**src/rtl/mxb_pkg.sv**
```systemverilog
package mxb_pkg;

    localparam int unsigned BUS_W = 8;
    localparam int unsigned IDX_W = 7;

    typedef enum logic {
        BANK_STD = 1'b0,
        BANK_EXT = 1'b1
    } bank_e;

    // Bus pins as one bundle so they share one synchroniser chain.
    typedef struct packed {
        logic             as;
        logic             ds;
        logic             rw;
        logic             cs_n;
        bank_e            bank;
        logic             clr_n;
        logic [BUS_W-1:0] ad;
    } pins_t;

    localparam pins_t PINS_IDLE = '{as: 1'b0, ds: 1'b0, rw: 1'b1, cs_n: 1'b1,
                                    bank: BANK_STD, clr_n: 1'b1, ad: '0};

    typedef struct packed {
        logic rd_en;
        logic wr_stb;
        logic as_fall;
    } strobe_t;

    localparam logic [IDX_W-1:0] LOC_SHD_STD     = 7'h7E;
    localparam logic [IDX_W-1:0] LOC_SHD_EXT     = 7'h7F;
    localparam logic [IDX_W-1:0] STD_STORE_FIRST = 7'h0E;
    localparam logic [IDX_W-1:0] STD_STORE_LAST  = 7'h7F;
    localparam logic [IDX_W-1:0] EXT_STORE_LAST  = 7'h7D;
    localparam logic [BUS_W-1:0] FILL_BYTE       = 8'hFF;

    function automatic logic is_shadow_loc(bank_e b, logic [IDX_W-1:0] idx);
        return (b == BANK_EXT) && ((idx == LOC_SHD_STD) || (idx == LOC_SHD_EXT));
    endfunction

endpackage

```
**src/rtl/mxb_sync.sv**
```systemverilog
module mxb_sync #(
    parameter int          W       = 8,
    parameter int          STAGES  = 2,
    parameter logic [W-1:0] RST_VAL = '0
) (
    input  logic         clk,
    input  logic         rst,
    input  logic [W-1:0] d,
    output logic [W-1:0] q
);
    localparam int LAST = STAGES - 1;

    logic [STAGES-1:0][W-1:0] stg;

    always_ff @(posedge clk) begin
        if (rst) begin
            for (int i = 0; i < STAGES; i++) stg[i] <= RST_VAL;
        end else begin
            stg[0] <= d;
            for (int i = 1; i < STAGES; i++) stg[i] <= stg[i-1];
        end
    end

    assign q = stg[LAST];
endmodule

```
**src/rtl/mxb_strobe_dec.sv**
```systemverilog
module mxb_strobe_dec
    import mxb_pkg::*;
(
    input  logic    clk,
    input  logic    rst,
    input  logic    mode,
    input  pins_t   cur,
    output strobe_t st
);
    logic prev_as, prev_ds, prev_rw;

    always_ff @(posedge clk) begin
        if (rst) begin
            prev_as <= PINS_IDLE.as;
            prev_ds <= PINS_IDLE.ds;
            prev_rw <= PINS_IDLE.rw;
        end else begin
            prev_as <= cur.as;
            prev_ds <= cur.ds;
            prev_rw <= cur.rw;
        end
    end

    logic sel;
    assign sel = !cur.cs_n;

    always_comb begin
        st.as_fall = prev_as && !cur.as;
        if (mode) begin
            st.rd_en  = sel && cur.ds && cur.rw;
            st.wr_stb = sel && prev_ds && !cur.ds && !cur.rw;
        end else begin
            st.rd_en  = sel && !cur.ds;
            st.wr_stb = sel && !prev_rw && cur.rw;
        end
    end
endmodule

```
**src/rtl/mxb_addr_latch.sv**
```systemverilog
module mxb_addr_latch
    import mxb_pkg::*;
(
    input  logic             clk,
    input  logic             rst,
    input  logic             cap,
    input  bank_e            cap_bank,
    input  logic [IDX_W-1:0] cap_idx,
    input  logic             wipe,
    input  bank_e            sel_bank,
    output logic [IDX_W-1:0] sel_idx,
    output logic [IDX_W-1:0] shd_std,
    output logic [IDX_W-1:0] shd_ext
);
    logic [1:0][IDX_W-1:0] lat;
    logic [1:0][IDX_W-1:0] shd;

    always_ff @(posedge clk) begin
        if (rst) begin
            lat <= '0;
            shd <= '0;
        end else begin
            if (cap) lat[cap_bank] <= cap_idx;
            if (wipe)     shd <= '0;
            else if (cap) shd[cap_bank] <= cap_idx;
        end
    end

    assign sel_idx = lat[sel_bank];
    assign shd_std = shd[BANK_STD];
    assign shd_ext = shd[BANK_EXT];
endmodule

```
**src/rtl/mxb_clear_seq.sv**
```systemverilog
module mxb_clear_seq
    import mxb_pkg::*;
#(
    parameter int QUAL_TICKS = 125
) (
    input  logic             clk,
    input  logic             rst,
    input  logic             tick,
    input  logic             clr_n,
    output logic             go,
    output logic             busy,
    output bank_e            wbank,
    output logic [IDX_W-1:0] waddr
);
    localparam int CNT_W = $clog2(QUAL_TICKS + 1);
    localparam logic [CNT_W-1:0] CNT_TOP = CNT_W'(QUAL_TICKS - 1);

    logic [CNT_W-1:0] cnt;
    logic             fired;

    assign go = !clr_n && tick && !fired && (cnt == CNT_TOP);

    always_ff @(posedge clk) begin
        if (rst) begin
            cnt   <= '0;
            fired <= 1'b0;
        end else if (clr_n) begin
            cnt   <= '0;
            fired <= 1'b0;
        end else if (go) begin
            fired <= 1'b1;
        end else if (tick && !fired) begin
            cnt <= cnt + 1'b1;
        end
    end

    always_ff @(posedge clk) begin
        if (rst) begin
            busy  <= 1'b0;
            wbank <= BANK_STD;
            waddr <= '0;
        end else if (go) begin
            busy  <= 1'b1;
            wbank <= BANK_STD;
            waddr <= STD_STORE_FIRST;
        end else if (busy) begin
            if (wbank == BANK_STD && waddr == STD_STORE_LAST) begin
                wbank <= BANK_EXT;
                waddr <= '0;
            end else if (wbank == BANK_EXT && waddr == EXT_STORE_LAST) begin
                busy <= 1'b0;
            end else begin
                waddr <= waddr + 1'b1;
            end
        end
    end
endmodule

```
**src/rtl/mxbus_bank_if.sv**
```systemverilog
module mxbus_bank_if
    import mxb_pkg::*;
#(
    parameter int SYNC_STAGES = 2,
    parameter int QUAL_TICKS  = 125
) (
    input  logic             clk,
    input  logic             rst,
    input  logic             mode_i,
    input  logic             as_i,
    input  logic             ds_i,
    input  logic             rw_i,
    input  logic             cs_n_i,
    input  logic             bank_i,
    input  logic [BUS_W-1:0] ad_i,
    output logic [BUS_W-1:0] ad_o,
    output logic             ad_oe_o,
    input  logic             clr_n_i,
    input  logic             tick_i,
    input  logic             flag_i,
    input  logic             cent_i,
    output logic             rf_we_o,
    output logic             rf_bank_o,
    output logic [IDX_W-1:0] rf_addr_o,
    output logic [BUS_W-1:0] rf_wdata_o,
    input  logic [BUS_W-1:0] rf_rdata_i,
    output logic [IDX_W-1:0] shd_std_o,
    output logic [IDX_W-1:0] shd_ext_o
);
    localparam int PW = $bits(pins_t);

    pins_t   raw, cur;
    strobe_t st;

    assign raw = '{as: as_i, ds: ds_i, rw: rw_i, cs_n: cs_n_i,
                   bank: bank_e'(bank_i), clr_n: clr_n_i, ad: ad_i};

    mxb_sync #(.W(PW), .STAGES(SYNC_STAGES), .RST_VAL(PINS_IDLE)) u_sync (
        .clk (clk),
        .rst (rst),
        .d   (raw),
        .q   (cur)
    );

    mxb_strobe_dec u_dec (
        .clk  (clk),
        .rst  (rst),
        .mode (mode_i),
        .cur  (cur),
        .st   (st)
    );

    logic             clr_go, clr_busy;
    bank_e            clr_bank;
    logic [IDX_W-1:0] clr_addr;

    mxb_clear_seq #(.QUAL_TICKS(QUAL_TICKS)) u_clr (
        .clk   (clk),
        .rst   (rst),
        .tick  (tick_i),
        .clr_n (cur.clr_n),
        .go    (clr_go),
        .busy  (clr_busy),
        .wbank (clr_bank),
        .waddr (clr_addr)
    );

    logic [IDX_W-1:0] idx;

    mxb_addr_latch u_lat (
        .clk      (clk),
        .rst      (rst),
        .cap      (st.as_fall),
        .cap_bank (cur.bank),
        .cap_idx  (cur.ad[IDX_W-1:0]),
        .wipe     (clr_go),
        .sel_bank (cur.bank),
        .sel_idx  (idx),
        .shd_std  (shd_std_o),
        .shd_ext  (shd_ext_o)
    );

    logic bus_wr_ok;
    assign bus_wr_ok = st.wr_stb && !is_shadow_loc(cur.bank, idx);

    always_comb begin
        if (clr_busy) begin
            rf_we_o    = 1'b1;
            rf_bank_o  = clr_bank;
            rf_addr_o  = clr_addr;
            rf_wdata_o = FILL_BYTE;
        end else begin
            rf_we_o    = bus_wr_ok;
            rf_bank_o  = cur.bank;
            rf_addr_o  = idx;
            rf_wdata_o = cur.ad;
        end
    end

    assign ad_oe_o = st.rd_en && !clr_busy;

    always_comb begin
        if (cur.bank == BANK_EXT && idx == LOC_SHD_STD)
            ad_o = {flag_i, shd_std_o};
        else if (cur.bank == BANK_EXT && idx == LOC_SHD_EXT)
            ad_o = {cent_i, shd_ext_o};
        else
            ad_o = rf_rdata_i;
    end
endmodule

```
**config.mk**
```make
export PLATFORM = sky130hd
export DESIGN_NAME = mxbus_bank_if
export DESIGN_NICKNAME = d
export VERILOG_FILES = /design/src/rtl/mxb_pkg.sv /design/src/rtl/mxb_sync.sv /design/src/rtl/mxb_strobe_dec.sv /design/src/rtl/mxb_addr_latch.sv /design/src/rtl/mxb_clear_seq.sv /design/src/rtl/mxbus_bank_if.sv
export SDC_FILE = /design/constraint.sdc
export NUM_CORES = 1
export LEC_CHECK = 0
export ABC_AREA = 1
export BUFFER_PORTS_ARGS = -buffer_cell sky130_fd_sc_hd__buf_2
export CAP_MARGIN = 20
export CORE_MARGIN = 1
export CORE_UTILIZATION = 58
export CTS_CLUSTER_SIZE = 16
export DETAILED_ROUTE_END_ITERATION = 8
export GPL_ROUTABILITY_DRIVEN = 0
export PLACE_DENSITY = 0.9
export SYNTH_ARGS = -nofsm -noshare
export SYNTH_HDL_FRONTEND = slang
export SYNTH_SLANG_ARGS = --single-unit
```
**constraint.sdc**
```tcl
create_clock -name clk -period 2.5 [get_ports clk]
set_clock_uncertainty 0.2 [all_clocks]
set_input_delay 0 -clock clk [delete_from_list [all_inputs] [get_ports clk]]
set_output_delay 0 -clock clk [all_outputs]
set_load 0.005 [all_outputs]
```
==> run summary <==
Counting cells, the worst reg-to-reg path comes to 5. In this run the tightest slew margin relative to its limit is 57.11%. The most used routing layer is met2. The number of antenna violations at the first check in global routing was 0. The global-route track usage on met3 came out at 6.667%. The number of endpoints with negative hold slack in the final report is 0. The worst IR drop on VDD is 0.5220 mV. Clock tree synthesis inserted a total of 9 buffers. Summing over every cut layer, the via total after detailed routing is 3119. The cell count along the critical path came out at 10. In this run the post-CTS setup repair buffer count came out at 0. The net count of the finished layout is 566. Cells fill 77.50% of the core in the end.

The cell at the root of the clock tree is sky130_fd_sc_hd__clkbuf_8. The repair_antennas step left the layout with diodes totalling 0. The worst flop-to-flop path endpoint is u_clr.waddr[4]. The wire-length estimate of the detail-placed layout is 5020 um. The highest cell delay on the worst timing path came out at 0.39 ns. The post-layout total power is 2.255 mW. The total die area is 5886 sq um. Max-cap violations in this run came to 0.

For this run, the total global-route usage over all layers was measured as 26.46%. No sink is reached through more buffers than the 2 on the longest clock path. CTS saw 76 sinks. The area share of the leading cell type in the synthesized netlist came out at 46.99%. The deepest level of the CTS H-tree came out at 3. The floorplan has 26 rows. During placement, the flow inserted port buffers numbering 67.

The shortest period the worst path allows is 2.227 ns. The first global-routing pass estimated 12030 um of wire. Once the floorplan was initialized, standard cells occupied 61.83% of the core.

For this design, the slowest cell found on the critical path is sky130_fd_sc_hd__dfxtp_2. Of the synthesized area, sequential elements account for 46.99%. For this design the static power due to leakage is 1.954 nW. After clock tree synthesis, the clock-pin slew on the worst setup and hold paths is 0.07 ns. The data arrival time at the worst-slack endpoint came out at 2.03 ns. The clock network latency to the later pin of the worst-skew pair is 0.35 ns.

The floorplan step set the die width to 76.72 um. The element type at the critical path start is a flop. The number of nets with antenna violations after routing came out at 0. The maximum number of pins on one net before global-route repair is 48. The DRC violation count after routing is 0.

The total power per unit cell area is 555.6 nW/um^2. The post-synth net total came out at 472. The average wire per standard cell is 12.27 um. The max-slew violation count is 0. The synthesis-to-finish area growth is 25.35%. The via count of the first global-routing pass was 2666. The total negative setup slack came out at 0 ns. The worst setup path is captured at an output pin. The reg-to-reg critical path startpoint is u_clr.busy. The total overflow reported by the global router came out at 0.

The startpoint-to-endpoint class of the critical path is reg -> out. The total wire length came out at 7472 um. In this run the vertical extent of the chip is 76.72 um. Yosys attributes the largest share of cell area to sky130_fd_sc_hd__dfxtp_1 47%, sky130_fd_sc_hd__nand2_1 14%, sky130_fd_sc_hd__inv_1 6.7%.

The cell area after synthesis came out at 3238 sq um. The required time of the worst setup path is 2.30 ns. The total area inside the core boundary comes to 5238 sq um. The buffer and inverter count on the worst path is 3.

The distinct cell type count after synthesis is 35. The met1 track demand over resource in global routing came out at 32.65%. Traced cell by cell, the critical path runs through inv_2 > nand2_1 > nand2_2 > nand2_4 > nor2_8 > nand2_4 > or2_2 > nand2_1 > inv_1 > buf_2. Counting flops and latches in the post-synthesis netlist gives 76.

The final-report setup violation count came out at 0. The post-route standard cell area excluding fillers came out at 4059 sq um. The total of warnings raised by yosys came out at 0.

The cell count after synthesis came out at 440. For flop-to-flop paths, the worst setup slack is 0.37 ns. The mean instance size in the synthesized netlist came out at 7.359 sq um. The average vias per placed instance is 5.122.

The cell type group with the largest total delay on the critical path is simple AND/OR/NAND/NOR gates. Timing would allow up to 0.4491 GHz. Of all nets on the critical path, the largest fanout is 17. For the pin with the worst max-slew slack, the measured transition is 0.6271 ns.

The global-route track usage on met2 came out at 43.13%. Setup repair after global routing left no endpoint under its margin. The post-place instance area is 3616 sq um. The critical path ends at ad_o[1]. The fraction of the cycle the final worst path needs came out at 89.06%.

The TritonCTS clock tree is yes. The ratio of cells with drive above 1 in the final layout came out at 21.71%. The tightest min-delay check is of the in -> out type.

The detailed router finished its first iteration with 260 violations. The biggest area contributor in the post-synthesis netlist is sky130_fd_sc_hd__dfxtp_1. The number of search-and-repair iterations in the first detailed-routing pass is 6.

Tracing the worst setup path back leads to its startpoint at u_sync.q[9]. The top-level port count is 68. The flow ran to the end, and the final reports show no timing, DRC or antenna violations.
[flip-flops by register name, indices dropped and copies added, names as in the netlist]
signal,flops
u_clr.busy,1
u_clr.cnt,7
u_clr.fired,1
u_clr.waddr,7
u_clr.wbank,1
u_dec.prev_as,1
u_dec.prev_ds,1
u_dec.prev_rw,1
u_lat.lat,14
u_lat.shd_ext,7
u_lat.shd_std,7
u_sync.q,14
u_sync.stg,14
[worst min-delay path by stage]
stage	start	endpoint	slack, ns	cells after the start
global route	clr_n_i	u_sync.stg[8]	0.17	3
floorplan	mode_i	ad_oe_o	-0.11	1
finish	flag_i	ad_o[7]	0.13	5
detailed placement	clr_n_i	u_sync.stg[8]	-0.02	2
CTS	flag_i	ad_o[7]	0.14	5
global placement	clr_n_i	u_sync.stg[8]	-0.02	2
[worst register-to-register path: cells and delay by family, from the launching register on]
family          cells  cell delay (ns)
flops               1             0.62
buf+inv             1             0.28
simple gates        3             0.41
compound gates      1             0.55
[routing by layer]
metal,wire [um],share of wire (%),vias up
li1,-,-,1558
met1,3201,43,1391
met2,3513,47,157
met3,622,8.3,13
met4,135,1.8,0
met5,0,0,-
[cells by family after synthesis]
group	after synthesis	share of synthesized area, %
buffers and inverters	72	8.926
AND/OR/NAND/NOR	221	30.83
adder cells (fa/ha/maj)	4	1.546
XOR/XNOR	6	1.623
flip-flops	76	46.99
AO/OA/AOI/OAI	61	10.09
[cell type report]
type	count	area, sq um
Clock buffer	15	176.4
Multi-Input combinational cell	292	1428
Sequential cell	76	1523
Clock inverter	1	5.005
Tap cell	70	87.58
Fill cell	378	1179
Inverter	59	221.5
Timing Repair Buffer	96	618.1
[cell usage after synthesis (all sizes together)]
master     n
nand2    122
dfxtp     76
inv       59
a21oi     43
nor2      41
nand3     28
or2       22
o21ai     10
clkbuf     9
buf        4
ha         4
xnor2      4
nor3       3
a31oi      2
nand3b     2
nand4      2
xor2       2
a2111oi    1
a22oi      1
nor3b      1
o211ai     1
o21bai     1
o22ai      1
o31ai      1
[layout by cell type, fill, tap and decap left out, drive strengths merged, types with 3 or more instances in the layout]
cell	n
nor2	41
o21ai	10
nand3	28
a21oi	43
buf	70
xnor2	4
ha	4
inv	59
dlygate4sd3	26
dfxtp	76
nand2	122
or2	22
clkbuf	15
nor3	3
[repair_timing]
action                                  4_1_cts  5_1_grt
endpoints found under the hold margin        30        0
hold buffers                                 26        0
resized for setup                             0        1
endpoints found under the setup margin        0        7
[power by group]
| part | internal, mW | switching, mW |
|---|---|---|
| clock | 0.442 | 0.418 |
| sequential | 1.23 | 0.0121 |
| combinational | 0.0764 | 0.0714 |
[per-stage QoR]
stage | hold slack, ns | cells | setup WS, ns
after global placement | -0.01891 | 567 | 0.5323
final | 0.1344 | 609 | 0.2735
after detailed placement | -0.01554 | 567 | 0.4556
after floorplan | -0.1113 | 440 | 0.8899
after CTS | 0.1388 | 609 | 0.1071
after global routing | 0.1703 | 609 | 0.1188
Power figures use the tool's default switching activity.
